===== src/rtl/ec_seq_pkg.sv =====
package ec_seq_pkg;

    typedef enum logic [3:0] {
        S_IDLE,
        S_DRAIN,
        S_DRAIN_RD,
        S_QUIESCE,
        S_CMD_WR,
        S_CMD_ACK,
        S_ARG_WAIT,
        S_ARG_PUT,
        S_RSP_WAIT,
        S_RSP_RD
    } seq_state_e;

    // status register bit positions decoded from the controller
    localparam int IBF_BIT = 1;
    localparam int OBF_BIT = 0;

    // port select on the controller bus
    localparam logic PORT_DATA = 1'b0;
    localparam logic PORT_CTRL = 1'b1;

    // base wait window in milliseconds
    localparam int BASE_MS = 20;

    function automatic logic is_wait_state(input seq_state_e s);
        return (s == S_QUIESCE) || (s == S_CMD_ACK) ||
               (s == S_ARG_WAIT) || (s == S_RSP_WAIT);
    endfunction

endpackage


===== src/rtl/ec_tick_gen.sv =====
module ec_tick_gen #(
    parameter int CYC_PER_MS = 100000
) (
    input  logic clk,
    input  logic rst_n,
    input  logic clear,
    output logic tick
);
    localparam int CW = (CYC_PER_MS > 1) ? $clog2(CYC_PER_MS) : 1;
    localparam logic [CW-1:0] LAST = CW'(CYC_PER_MS - 1);

    logic [CW-1:0] cnt_d, cnt_q;

    always_comb begin
        if (clear || cnt_q == LAST) begin
            cnt_d = '0;
        end else begin
            cnt_d = cnt_q + CW'(1);
        end
    end

    always_ff @(posedge clk or negedge rst_n) begin
        if (!rst_n) begin
            cnt_q <= '0;
        end else begin
            cnt_q <= cnt_d;
        end
    end

    assign tick = (cnt_q == LAST);

endmodule


===== src/rtl/ec_wait_timer.sv =====
module ec_wait_timer #(
    parameter int TMO_W = 8
) (
    input  logic             clk,
    input  logic             rst_n,
    input  logic             arm,
    input  logic             tick,
    input  logic [TMO_W-1:0] limit,
    output logic             expired,
    output logic [TMO_W-1:0] elapsed
);
    typedef struct packed {
        logic [TMO_W-1:0] rem;
        logic [TMO_W-1:0] el;
    } tmr_t;

    tmr_t t_d, t_q;

    always_comb begin
        t_d = t_q;
        if (arm) begin
            t_d.rem = limit;
            t_d.el  = '0;
        end else if (tick && t_q.rem != '0) begin
            t_d.rem = t_q.rem - TMO_W'(1);
            t_d.el  = t_q.el + TMO_W'(1);
        end
    end

    always_ff @(posedge clk or negedge rst_n) begin
        if (!rst_n) begin
            t_q <= '0;
        end else begin
            t_q <= t_d;
        end
    end

    assign expired = (t_q.rem == '0);
    assign elapsed = t_q.el;

endmodule


===== src/rtl/ec_cmd_seq.sv =====
module ec_cmd_seq
    import ec_seq_pkg::*;
#(
    parameter int CYC_PER_MS   = 100000,
    parameter int TMO_W        = 8,
    parameter int MAX_ARGS     = 8,
    parameter int CNT_W        = 4,
    parameter int DRAIN_MAX    = 10,
    parameter int MAX_RESTARTS = 3
) (
    input  logic             clk,
    input  logic             rst_n,
    input  logic             start,
    input  logic [7:0]       cmd_byte,
    input  logic [CNT_W-1:0] arg_count,
    input  logic [CNT_W-1:0] rsp_count,
    input  logic [TMO_W-1:0] tmo_ms,
    input  logic             arg_valid,
    input  logic [7:0]       arg_data,
    output logic             arg_ready,
    output logic             rsp_valid,
    output logic [7:0]       rsp_data,
    output logic             busy,
    output logic             done,
    output logic             err,
    output logic             slow,
    output logic             bus_req,
    output logic             bus_we,
    output logic             bus_addr,
    output logic [7:0]       bus_wdata,
    input  logic [7:0]       bus_rdata
);
    localparam int DRN_W = $clog2(DRAIN_MAX + 1);
    localparam int RST_W = (MAX_RESTARTS > 0) ? $clog2(MAX_RESTARTS + 1) : 1;
    localparam int AB_W  = (MAX_ARGS > 1) ? $clog2(MAX_ARGS) : 1;
    localparam logic [TMO_W-1:0] BASE_T   = TMO_W'(BASE_MS);
    localparam logic [CNT_W-1:0] ARG_CAP  = CNT_W'(MAX_ARGS);
    localparam logic [DRN_W-1:0] DRN_LAST = DRN_W'(DRAIN_MAX);
    localparam logic [RST_W-1:0] RST_LAST = RST_W'(MAX_RESTARTS);

    typedef struct packed {
        seq_state_e       st;
        logic [7:0]       cmd;
        logic [CNT_W-1:0] n_arg;
        logic [CNT_W-1:0] n_rsp;
        logic [CNT_W-1:0] idx;
        logic [TMO_W-1:0] tmo;
        logic [DRN_W-1:0] drn;
        logic [RST_W-1:0] rst;
        logic             rsp_v;
        logic [7:0]       rsp_b;
        logic             done;
        logic             err;
        logic             slow;
    } seq_regs_t;

    seq_regs_t r_d, r_q;

    logic             arm;
    logic             tick;
    logic             t_exp;
    logic [TMO_W-1:0] t_el;
    logic             late;
    logic             ibf;
    logic             obf;
    logic             replay;
    logic             ab_we;
    logic [AB_W-1:0]  ab_idx;
    logic [7:0]       abuf_q [MAX_ARGS];

    ec_tick_gen #(
        .CYC_PER_MS(CYC_PER_MS)
    ) u_tick (
        .clk  (clk),
        .rst_n(rst_n),
        .clear(arm),
        .tick (tick)
    );

    ec_wait_timer #(
        .TMO_W(TMO_W)
    ) u_timer (
        .clk    (clk),
        .rst_n  (rst_n),
        .arm    (arm),
        .tick   (tick),
        .limit  (r_q.tmo),
        .expired(t_exp),
        .elapsed(t_el)
    );

    // argument replay storage, one register per slot
    assign ab_idx = r_q.idx[AB_W-1:0];

    for (genvar g = 0; g < MAX_ARGS; g++) begin : g_abuf
        always_ff @(posedge clk or negedge rst_n) begin
            if (!rst_n) begin
                abuf_q[g] <= '0;
            end else if (ab_we && ab_idx == AB_W'(g)) begin
                abuf_q[g] <= arg_data;
            end
        end
    end

    assign ibf    = bus_rdata[IBF_BIT];
    assign obf    = bus_rdata[OBF_BIT];
    assign late   = (r_q.tmo > BASE_T) && (t_el > BASE_T);
    assign replay = (r_q.rst != '0);

    always_comb begin
        r_d       = r_q;
        r_d.done  = 1'b0;
        r_d.err   = 1'b0;
        r_d.slow  = 1'b0;
        r_d.rsp_v = 1'b0;
        bus_req   = 1'b0;
        bus_we    = 1'b0;
        bus_addr  = PORT_DATA;
        bus_wdata = '0;
        arg_ready = 1'b0;
        ab_we     = 1'b0;

        unique case (r_q.st)
            S_IDLE: begin
                if (start) begin
                    r_d.st    = S_DRAIN;
                    r_d.cmd   = cmd_byte;
                    r_d.n_arg = (arg_count > ARG_CAP) ? ARG_CAP : arg_count;
                    r_d.n_rsp = rsp_count;
                    r_d.tmo   = (tmo_ms == '0) ? BASE_T : tmo_ms;
                    r_d.drn   = '0;
                    r_d.rst   = '0;
                    r_d.idx   = '0;
                end
            end

            S_DRAIN: begin
                bus_req  = 1'b1;
                bus_addr = PORT_CTRL;
                if (!obf) begin
                    r_d.st = S_QUIESCE;
                end else if (r_q.drn == DRN_LAST) begin
                    r_d.err = 1'b1;
                    r_d.st  = S_IDLE;
                end else begin
                    r_d.st = S_DRAIN_RD;
                end
            end

            S_DRAIN_RD: begin
                bus_req = 1'b1;
                r_d.drn = r_q.drn + DRN_W'(1);
                r_d.st  = S_DRAIN;
            end

            S_QUIESCE: begin
                bus_req  = 1'b1;
                bus_addr = PORT_CTRL;
                if (!ibf) begin
                    r_d.slow = late;
                    r_d.st   = S_CMD_WR;
                end else if (t_exp) begin
                    r_d.err = 1'b1;
                    r_d.st  = S_IDLE;
                end
            end

            S_CMD_WR: begin
                bus_req   = 1'b1;
                bus_we    = 1'b1;
                bus_addr  = PORT_CTRL;
                bus_wdata = r_q.cmd;
                r_d.idx   = '0;
                r_d.st    = S_CMD_ACK;
            end

            S_CMD_ACK: begin
                bus_req  = 1'b1;
                bus_addr = PORT_CTRL;
                if (!ibf) begin
                    r_d.slow = late;
                    if (r_q.n_arg != '0) begin
                        r_d.st = S_ARG_WAIT;
                    end else if (r_q.n_rsp != '0) begin
                        r_d.st = S_RSP_WAIT;
                    end else begin
                        r_d.done = 1'b1;
                        r_d.st   = S_IDLE;
                    end
                end else if (t_exp) begin
                    r_d.err = 1'b1;
                    r_d.st  = S_IDLE;
                end
            end

            S_ARG_WAIT: begin
                bus_req  = 1'b1;
                bus_addr = PORT_CTRL;
                if (!ibf) begin
                    r_d.slow = late;
                    r_d.st   = S_ARG_PUT;
                end else if (t_exp) begin
                    r_d.err = 1'b1;
                    r_d.st  = S_IDLE;
                end
            end

            S_ARG_PUT: begin
                arg_ready = !replay;
                if (replay || arg_valid) begin
                    bus_req   = 1'b1;
                    bus_we    = 1'b1;
                    bus_wdata = replay ? abuf_q[ab_idx] : arg_data;
                    ab_we     = !replay;
                    if (r_q.idx + CNT_W'(1) == r_q.n_arg) begin
                        r_d.idx = '0;
                        if (r_q.n_rsp != '0) begin
                            r_d.st = S_RSP_WAIT;
                        end else begin
                            r_d.done = 1'b1;
                            r_d.st   = S_IDLE;
                        end
                    end else begin
                        r_d.idx = r_q.idx + CNT_W'(1);
                        r_d.st  = S_ARG_WAIT;
                    end
                end
            end

            S_RSP_WAIT: begin
                bus_req  = 1'b1;
                bus_addr = PORT_CTRL;
                if (obf) begin
                    r_d.slow = late;
                    r_d.st   = S_RSP_RD;
                end else if (t_exp) begin
                    if (r_q.rst == RST_LAST) begin
                        r_d.err = 1'b1;
                        r_d.st  = S_IDLE;
                    end else begin
                        r_d.rst = r_q.rst + RST_W'(1);
                        r_d.idx = '0;
                        r_d.st  = S_CMD_WR;
                    end
                end
            end

            S_RSP_RD: begin
                bus_req   = 1'b1;
                r_d.rsp_v = 1'b1;
                r_d.rsp_b = bus_rdata;
                if (r_q.idx + CNT_W'(1) == r_q.n_rsp) begin
                    r_d.idx  = '0;
                    r_d.done = 1'b1;
                    r_d.st   = S_IDLE;
                end else begin
                    r_d.idx = r_q.idx + CNT_W'(1);
                    r_d.st  = S_RSP_WAIT;
                end
            end

            default: begin
                r_d.st = S_IDLE;
            end
        endcase
    end

    // restart the millisecond base and the window on entry to every wait
    assign arm = is_wait_state(r_d.st) && (r_d.st != r_q.st);

    always_ff @(posedge clk or negedge rst_n) begin
        if (!rst_n) begin
            r_q    <= '0;
            r_q.st <= S_IDLE;
        end else begin
            r_q <= r_d;
        end
    end

    assign busy      = (r_q.st != S_IDLE);
    assign done      = r_q.done;
    assign err       = r_q.err;
    assign slow      = r_q.slow;
    assign rsp_valid = r_q.rsp_v;
    assign rsp_data  = r_q.rsp_b;

endmodule


===== config.mk =====
export PLATFORM = sky130hd
export DESIGN_NAME = ec_cmd_seq
export DESIGN_NICKNAME = d
export VERILOG_FILES = /design/src/rtl/ec_seq_pkg.sv /design/src/rtl/ec_tick_gen.sv /design/src/rtl/ec_wait_timer.sv /design/src/rtl/ec_cmd_seq.sv
export SDC_FILE = /design/constraint.sdc
export NUM_CORES = 1
export LEC_CHECK = 0
export BUFFER_PORTS_ARGS = -buffer_cell sky130_fd_sc_hd__buf_2
export CELL_PAD_IN_SITES_DETAIL_PLACEMENT = 1
export CELL_PAD_IN_SITES_GLOBAL_PLACEMENT = 1
export CORE_MARGIN = 4
export CORE_UTILIZATION = 43
export CTS_CLUSTER_SIZE = 8
export DETAILED_ROUTE_END_ITERATION = 6
export GPL_ROUTABILITY_DRIVEN = 0
export PLACE_DENSITY = 0.75
export SETUP_SLACK_MARGIN = 0.1
export SYNTH_ARGS = -nofsm -noshare
export SYNTH_HDL_FRONTEND = slang
export SYNTH_SLANG_ARGS = --single-unit
export TNS_END_PERCENT = 100

===== constraint.sdc =====
create_clock -name clk -period 9.4 [get_ports clk]
set_input_delay 0.47 -clock clk [delete_from_list [all_inputs] [get_ports clk]]
set_output_delay 0.47 -clock clk [all_outputs]
set_load 0.01 [all_outputs]

==> key figures, run 1 <==
Status
  • Status: finished clean

Pwr
  • Total chip power: 2.422 mW
  • PwrDens: 281.7 nW/um2
  • LEAKAGE: 4.094 nW
  • Worst ir drop on vdd: 0.0001465 V

STA
  • Fin. max-slew vios: 0
  • Final Hold Vio Count: 0
  • Max Freq: 264.2 MHz
  • Least-Margin Pin Slew: 1109 ps
  • Relative slew margins: 25.90%
  • Final setup viols: 0
  • Layout Skew: 9.721 ps
  • Hold_ws: 32.85 ps
  • Minimum clock period after layout: 3784 ps
  • RSZ-0062 raised after global routing: false
  • Setup WS post-layout: 5616 ps
  • TNS Setup: 0 ps
  • Period utilisation layout: 40.26%

Finish
  • Most frequent cells in the layout: 147 x dfrtp_1, 92 x nand2_1, 75 x mux2_2
  • Ant diodes: 0
  • Final instance area: 8597 um2
  • Syn-to-layout area delta: 14.25%
  • Share of layout cells above drive strength 1: 28.40%
  • Leading cell type in the layout, fill and taps excluded: dfrtp_1
  • Final nets: 789

CTS
  • Clock transition at the registers of the reported paths: 60 ps
  • Clock buffer depth: 2
  • Hold buffers post-CTS: 0
  • Num CTS Buffers: 17
  • Cell at the root of the clock tree: clkbuf_16
  • Worst-Skew Late Latency: 430 ps
  • Clk sinks: 147
  • Number of post-CTS setup repair buffers: 0
  • H-tree levels: 4
  • Post-cts resize count: 0
  • CTS tree: built

Drt
  • Wire per inst: 19.94 um
  • Via count: 5435
  • Drt via density: 5.615
  • Post-Route WL: 19300 um
  • 1st-iter DRT viols: 338
  • Antenna-violating nets left: 0
  • TritonRoute pass-1 iters: 7
  • Drc violations: 0

Setup path
  • Worst path required time: 9710 ps
  • Worst setup SP type: flip-flop
  • Critical Path AT: 4100 ps
  • Critical path type: flip-flop to flip-flop
  • Setup crit end kind: flip-flop
  • CP max FO: 24

Floorplanning
  • I/O Pins: 69
  • Chip height: 140.3 um
  • Core area: 17240 um2
  • Area of the die: 19680 um2
  • Rows: 48
  • Die span in x: 140.3 um
  • Starting Density: 43.66%

Global routing
  • Congestion Overflow GR: 0
  • First-pass GRT wire length: 31820 um
  • Largest net degree at the start of global routing: 86
  • Antenna violations before repair: 0
  • Tot GR Track Use: 20.33%
  • Vias in the first global route: 5917

Synthesis
  • Post-Syn Nets: 739
  • Synthesized instance count: 680
  • Synthesized area per cell: 11.07 um2
  • Synth unique cells: 60
  • Synth Warn #: 0
  • Post-synth EDFFs: 0
  • Async S/R FF share, synth: 100.0%
  • Ys flop type: dfrtp_1
  • FF+latch count, synth: 147
  • Register area share after synthesis: 48.89%
  • Synthesized area: 7525 um2

Place
  • Port Buf Inserts: 68
  • Hpwl dp: 13150 um
  • Worst slack, placed: 5710 ps
  • Placed Area: 7986 um2

Hold path
  • Hold Path Class: input port to async pin

Job
  • Max-cap viol count: 0
-- through the flow --
stage,util [%],std cells
CTS,49.88,968
floorplan,-,680
detailed placement,46.33,936
global placement,46.33,936
finish,49.88,968
global route,49.88,968
-- metal layers --
metal  wire [um]  track usage (%)
met1        8644            27.06
met2        9584            34.10
met3         840            3.858
met4         235            5.813
met5           0                0
-- power breakdown --
| part | leakage [nW] | internal (mW) | total (mW) | switching [mW] |
|---|---|---|---|---|
| Clock | 0.293 | 0.432 | 0.704 | 0.272 |
| Combinational | 1.83 | 0.354 | 0.790 | 0.436 |
| Sequential | 1.97 | 0.767 | 0.927 | 0.160 |
-- kinds of logic after synthesis --
group                      Yosys count  share of synthesized area, %
and+or+nand+nor                    244                         15.71
DFF                                147                         48.89
muxes                              106                         18.22
AOI/OAI and AO/OA                   66                         6.069
buffers and inverters               59                         3.608
xor gates and xnor gates            43                         5.005
adders and majority gates           15                         2.494
-- path summary, 6_finish.rpt --
check	from	to	slack, ps	depth (start not counted)
hold / removal	rst_n	rsp_data[2]$_DFFE_PN0P_	30	1
min in group clk	cmd_byte[0]	r_q[38]$_DFFE_PN0P_	230	3
max in group asynchronous	rst_n	r_q[19]$_DFFE_PN0P_	7870	2
setup reg to reg	ab_idx[1]$_DFFE_PN0P_	u_timer.t_q[10]$_DFFE_PN0P_	5620	11
hold reg to reg	r_q[40]$_DFFE_PN0P_	r_q[40]$_DFFE_PN0P_	480	2
setup / recovery	ab_idx[1]$_DFFE_PN0P_	u_timer.t_q[10]$_DFFE_PN0P_	5620	11
-- critical path, stage by stage (launching register included) --
cell and delay [ps]:
dfrtp_1 960, inv_1 210, ha_1 390, xnor2_1 180, nand3_1 100, o21ai_1 380
nand3_1 230, xor2_1 230, a221oi_2 350, nor2_2 50, buf_4 240, mux2_1 340
-- area by class of cell --
class	count	area [um2]
Inverter	16	60.06
Clock inverter	12	153.9
Timing Repair Buffer	74	391.6
Tap cell	225	281.5
Multi-Input combinational cell	474	3575
Clock buffer	20	456.7
Fill cell	1880	8640
Sequential cell	147	3679
-- flip-flops by register name, indices dropped and copies added, names as in the netlist --
name,cells
rsp_data,8
r_q,35
abuf_q,64
slow,1
ab_idx,3
err,1
rsp_valid,1
u_timer.t_q,8
done,1
u_timer.elapsed,8
u_tick.cnt_q,17
-- cell usage after synthesis (3+ instances only) --
master / instances / share of area [%]
dfrtp_1: 147 / 49
nand2_1: 92 / 4.6
mux2_2: 75 / 11
nor2_1: 46 / 2.3
nand3_1: 29 / 1.9
o21ai_0: 26 / 1.7
xor2_1: 25 / 2.9
xnor2_1: 18 / 2.1
inv_1: 16 / 0.80
mux4_2: 16 / 4.8
ha_1: 15 / 2.5
nand4_1: 14 / 1.2
buf_1: 13 / 0.65
clkbuf_1: 13 / 0.65
nand2b_1: 12 / 1.0
mux2i_1: 11 / 1.5
nor4_1: 11 / 0.91
buf_4: 9 / 0.90
a22oi_1: 8 / 0.80
buf_2: 7 / 0.47
nor3_1: 7 / 0.47
and2_1: 6 / 0.50
nor2b_1: 5 / 0.42
a21oi_1: 4 / 0.27
a221oi_1: 4 / 0.47
and3_1: 4 / 0.33
mux2_4: 3 / 0.60
o21ai_1: 3 / 0.20
No activity file was read; power rests on OpenSTA's default activity.
==> inputs of run 2 (changes only) <==
Settings changed: PLACE_DENSITY 0.75 to 0.78.
Clock period 9.4 ns to 3.15 ns, I/O delays scaled along.
==> key figures, run 2 (same netlist as run 1, synthesis figures left out) <==
Finish
  • Biggest regs: abuf_q (64), r_q (35), u_tick.cnt_q (17)
  • Syn-to-layout area delta: 23.36%
  • Leading cell type in the layout, fill and taps excluded: dfrtp_1
  • Final Util: 53.85%
  • Ant diodes: 0
  • Share of layout cells above drive strength 1: 32.29%
  • Most frequent cells in the layout: 146 x dfrtp_1, 92 x nand2_1, 75 x mux2_2
  • Final nets: 848
  • Finished Layout Cells: 1027
  • Final instance area: 9283 um2
  • Max reg flops: 64
  • Biggest register: abuf_q

Place
  • Placed Area: 8184 um2
  • Port Buf Inserts: 68
  • Worst slack, placed: 81.61 ps
  • Placed Instances: 961
  • Hpwl dp: 14590 um

CTS
  • Clock buffer depth: 2
  • Cell at the root of the clock tree: clkbuf_16
  • CTS tree: built
  • Clock transition at the registers of the reported paths: 70 ps
  • Clk sinks: 147
  • Worst-Skew Late Latency: 430 ps
  • Num CTS Buffers: 17
  • H-tree levels: 4

STA
  • Final Hold Vio Count: 0
  • Least-Margin Pin Slew: 1009 ps
  • Setup WS post-layout: 146.4 ps
  • Minimum clock period after layout: 3004 ps
  • Max Freq: 332.9 MHz
  • Period utilisation layout: 95.35%
  • Hold_ws: 55.16 ps
  • Relative slew margins: 32.73%
  • TNS Setup: 0 ps
  • Fin. max-slew vios: 0
  • Layout Skew: 13.84 ps
  • Final setup viols: 0

Floorplanning
  • Rows: 48
  • Die span in x: 140.3 um
  • Area of the die: 19680 um2
  • Core area: 17240 um2
  • Starting Density: 43.66%
  • I/O Pins: 69
  • Chip height: 140.3 um

Pwr
  • Sw Share: 37.46%
  • Clock share of power: 27.7%
  • Total chip power: 7.892 mW
  • Comb pwr share: 38.6%
  • LEAKAGE: 4.395 nW
  • PwrDens: 850.2 nW/um2
  • Flop pwr share: 33.7%
  • Power Internal: 4.936 mW
  • Psw: 2.956 mW
  • Worst ir drop on vdd: 0.0004761 V

Setup path
  • Critical Path Slowest Stage Cell: a221oi_4
  • Crit-path max cell delay: 460 ps
  • CP bufs+invs: 1
  • Critical path type: flip-flop to flip-flop
  • Worst r2r src: ab_idx[0]$_DFFE_PN0P_
  • Worst path top cell family by delay: compound AO/OA/AOI/OAI gates
  • Critical Path AT: 3310 ps
  • Worst setup SP type: flip-flop
  • R2r setup slk: 150 ps
  • R2R depth: 10
  • CP max FO: 5
  • Worst path required time: 3450 ps
  • Worst R2R End: u_timer.t_q[10]$_DFFE_PN0P_
  • Setup crit end kind: flip-flop
  • Critical Path, Cell by Cell: inv_1 > ha_2 > xnor2_2 > nand3_2 > o21ai_4 > nand3_1 > xor2_1 > a221oi_4 > nor2_4 > mux2_1

Drt
  • Drc violations: 0
  • TritonRoute pass-1 iters: 5
  • Via count: 5899
  • Drt via density: 5.744
  • Antenna-violating nets left: 0
  • Post-Route WL: 22010 um
  • Wire per inst: 21.43 um
  • 1st-iter DRT viols: 333

Status
  • Status: finished clean

Global routing
  • Largest net degree at the start of global routing: 105
  • Vias in the first global route: 6420
  • Tot GR Track Use: 22.39%
  • Antenna violations before repair: 0
  • First-pass GRT wire length: 34750 um
  • Congestion Overflow GR: 0

Job
  • Max-cap viol count: 0

Hold path
  • Hold Path Class: input port to flip-flop
  • Hold EP: r_q[34]$_DFFE_PN0P_
  • Hold Crit Depth: 3
  • Hold_sp: arg_count[0]
## run 2: cell types whose count changed in the layout (fill, tap and decap cells not counted), moves of 3 or more
cell	before	now
buf_4	6	33
inv_6	2	5
ha_1	15	12
clkinv_2	3	0
inv_8	0	3
buf_6	1	4
o21ai_1	3	0
dlygate4sd3_1	0	28
## run 2: per-layer routing
metal | up-vias | track usage (%) | share of wire, %
li1 | 2614 | - | -
met4 | 0 | 7.598 | 2.6
met3 | 54 | 4.097 | 4.2
met5 | - | 0 | 0
met2 | 153 | 38.56 | 52
met1 | 3078 | 28.47 | 41
## run 2: timing repair
| action | in CTS | in global routing |
|---|---|---|
| pin swaps | 0 | 7 |
| buffers inserted | 0 | 5 |
| endpoints found under the hold margin | 129 | 0 |
| gates cloned | 0 | 1 |
| hold buffers | 28 | 0 |
| resized for setup | 1 | 24 |
| endpoints found under the setup margin | 21 | 33 |
## run 2: power by group through the flow
stage	Combinational [mW]	Clock [mW]	Sequential, mW
after global placement	2.43	0	2.63
final	3.05	2.18	2.66
after global routing	3.33	2.30	2.71
after CTS	2.68	2.21	2.65
after floorplan	1.99	0	2.53
after detailed placement	2.60	0	2.68
## run 2: cell type report
| type | count | area, um2 |
|---|---|---|
| Timing Repair Buffer | 132 | 908.4 |
| Multi-Input combinational cell | 475 | 3719 |
| Tap cell | 225 | 281.5 |
| Fill cell | 1844 | 7954 |
| Clock inverter | 15 | 209.0 |
| Clock buffer | 17 | 425.4 |
| Inverter | 16 | 60.06 |
| Sequential cell | 147 | 3680 |
## run 2: how the worst max path moves through the flow
stage,start,to,slack [ps],depth (start not counted)
2_1_floorplan,ab_idx[0]$_DFFE_PN0P_,u_timer.t_q[12]$_DFFE_PN0P_,100,13
3_3_place_gp,ab_idx[0]$_DFFE_PN0P_,u_timer.t_q[11]$_DFFE_PN0P_,180,11
3_5_place_dp,ab_idx[0]$_DFFE_PN0P_,u_tick.cnt_q[6]$_DFF_PN0_,80,12
4_1_cts,ab_idx[0]$_DFFE_PN0P_,u_timer.t_q[10]$_DFFE_PN0P_,160,10
5_1_grt,ab_idx[0]$_DFFE_PN0P_,u_timer.elapsed[6]$_DFFE_PN0P_,-60,12
6_report,ab_idx[0]$_DFFE_PN0P_,u_timer.t_q[10]$_DFFE_PN0P_,150,10
## run 2: worst reg2reg max path: stages, from the launching register on
cell,delay (ps)
dfrtp_1,440
inv_1,150
ha_2,330
xnor2_2,200
nand3_2,160
o21ai_4,250
nand3_1,190
xor2_1,250
a221oi_4,460
nor2_4,120
mux2_1,330
==> inputs of run 3 (changes only) <==
Settings changed: CORE_MARGIN 4 to not set.
==> key figures, run 3 (same netlist as run 1, synthesis figures left out) <==
Place
  • Worst slack, placed: -414.9 ps
  • Port Buf Inserts: 68
  • Hpwl dp: 14210 um
  • Placed Instances: 979

Drt
  • Wire per inst: 22.46 um
  • Post-Route WL: 23560 um
  • Drt via density: 5.735
  • 1st-iter DRT viols: 346
  • Antenna-violating nets left: 0
  • TritonRoute pass-1 iters: 5
  • Drc violations: 0
  • Via count: 6016

STA
  • Layout Skew: 11.59 ps
  • Period utilisation layout: 100.1%
  • TNS Setup: -3.989 ps
  • Final Hold Vio Count: 0
  • Minimum clock period after layout: 3154 ps
  • Least-Margin Pin Slew: 1167 ps
  • Fin. max-slew vios: 0
  • Setup WS post-layout: -3.989 ps
  • Max Freq: 317.1 MHz
  • Relative slew margins: 20.18%
  • Final setup viols: 1

Global routing
  • Antenna violations before repair: 0
  • Congestion Overflow GR: 0
  • First-pass GRT wire length: 35750 um
  • GR Layer Usage met3: 5.329%
  • Gr busiest metal: met2
  • Met2 usage: 46.63%
  • Tot GR Track Use: 26.26%
  • Met1 Use GR: 31.28%
  • Largest net degree at the start of global routing: 82
  • Vias in the first global route: 6571

CTS
  • Cell at the root of the clock tree: clkbuf_16
  • Clock buffer depth: 2
  • CTS tree: built
  • Num CTS Buffers: 17
  • H-tree levels: 4
  • Clock transition at the registers of the reported paths: 70 ps
  • Clk sinks: 147
  • Worst-Skew Late Latency: 440 ps

Finish
  • Final Util: 55.03%
  • Biggest register: abuf_q
  • Share of layout cells above drive strength 1: 34.10%
  • Ant diodes: 0
  • Final nets: 870
  • Most frequent cells in the layout: 146 x dfrtp_1, 92 x nand2_1, 75 x mux2_2
  • Finished Layout Cells: 1049
  • Max reg flops: 64
  • Biggest regs: abuf_q (64), r_q (35), u_tick.cnt_q (17)
  • Leading cell type in the layout, fill and taps excluded: dfrtp_1
  • Syn-to-layout area delta: 25.62%

Job
  • Max-cap viol count: 0

Pwr
  • Psw: 3.200 mW
  • Sw Share: 38.63%
  • Total chip power: 8.285 mW
  • Clock share of power: 25.4%
  • Worst ir drop on vdd: 0.0004767 V
  • LEAKAGE: 4.501 nW
  • Flop pwr share: 32.3%
  • PwrDens: 876.4 nW/um2
  • Power Internal: 5.085 mW
  • Comb pwr share: 42.3%

Floorplanning
  • Die span in x: 134.3 um
  • Chip height: 134.3 um
  • Core area: 17180 um2
  • I/O Pins: 69
  • Starting Density: 43.81%
  • Area of the die: 18030 um2
  • Rows: 48

Setup path
  • CP max FO: 5
  • Worst setup SP type: flip-flop
  • Critical Path AT: 3470 ps
  • Worst path required time: 3460 ps
  • Setup crit end kind: flip-flop
  • Critical path type: flip-flop to flip-flop

Hold path
  • Hold Path Class: input port to flip-flop

Status
  • Failing checks: negative setup slack
  • Status: complete, but fails checks
==> run 3: area by class of cell <==
cell class | count | area [um2]
Timing Repair Buffer | 153 | 1084
Multi-Input combinational cell | 476 | 3745
Inverter | 16 | 60.06
Sequential cell | 147 | 3680
Clock buffer | 18 | 439.2
Clock inverter | 14 | 163.9
Fill cell | 1850 | 7724
Tap cell | 225 | 281.5
==> run 3: power by group through the flow <==
stage          clock [mW]  combinational (mW)  sequential (mW)
2_1_floorplan           0                1.99             2.53
3_3_place_gp            0                2.59             2.62
3_5_place_dp            0                2.75             2.67
4_1_cts              2.13                3.13             2.66
5_1_grt              2.19                3.76             2.71
6_report             2.10                3.51             2.68
==> run 3: what timing repair did <==
item / CTS / global route
hold endpoints to repair: 107 / 0
endpoints found under the setup margin: 30 / 33
pin swaps: 3 / 7
cloned: 2 / 0
gates resized for setup: 6 / 18
setup buffers: 5 / 3
hold buffers: 28 / 0
==> run 3: routing by layer <==
layer  wire (um)  vias up
li1            -     2664
met1        9643     3119
met2       12440      174
met3         865       59
met4         609        0
met5           0        -
==> run 3: final timing paths <==
path                                               from                          end  slack, ps  cells after the start
worst max register to register    ab_idx[0]$_DFFE_PN0P_  u_timer.t_q[10]$_DFFE_PN0P_         -4                     12
worst min-delay path                       arg_count[0]          r_q[34]$_DFFE_PN0P_         30                      3
max in group asynchronous                         rst_n          r_q[21]$_DFFE_PN0P_       1970                      3
worst max-delay path              ab_idx[0]$_DFFE_PN0P_  u_timer.t_q[10]$_DFFE_PN0P_         -4                     12
min in group asynchronous                         rst_n      rsp_data[6]$_DFFE_PN0P_        340                      2
worst min register to register  rsp_data[0]$_DFFE_PN0P_      rsp_data[0]$_DFFE_PN0P_        480                      2
==> run 3: metrics by stage <==
stage | instance area, um2 | hold slack (ps)
finish | 9453 | 31.67
global route | 9453 | 28.43
CTS | 9323 | 22.48
detailed placement | 8344 | 267.8
global placement | 8344 | 255.6
floorplan | 7545 | -138.1
==> run 3: worst max-delay path: stages (launching register included) <==
cell and delay [ps]:
dfrtp_1 400, ha_2 220, ha_4 280, xor2_1 190, nand3_2 200, nor4_4 350, nor2_1 100, o221a_2 320
buf_4 150, a311oi_4 250, buf_6 170, nor2_4 70, mux2_1 310
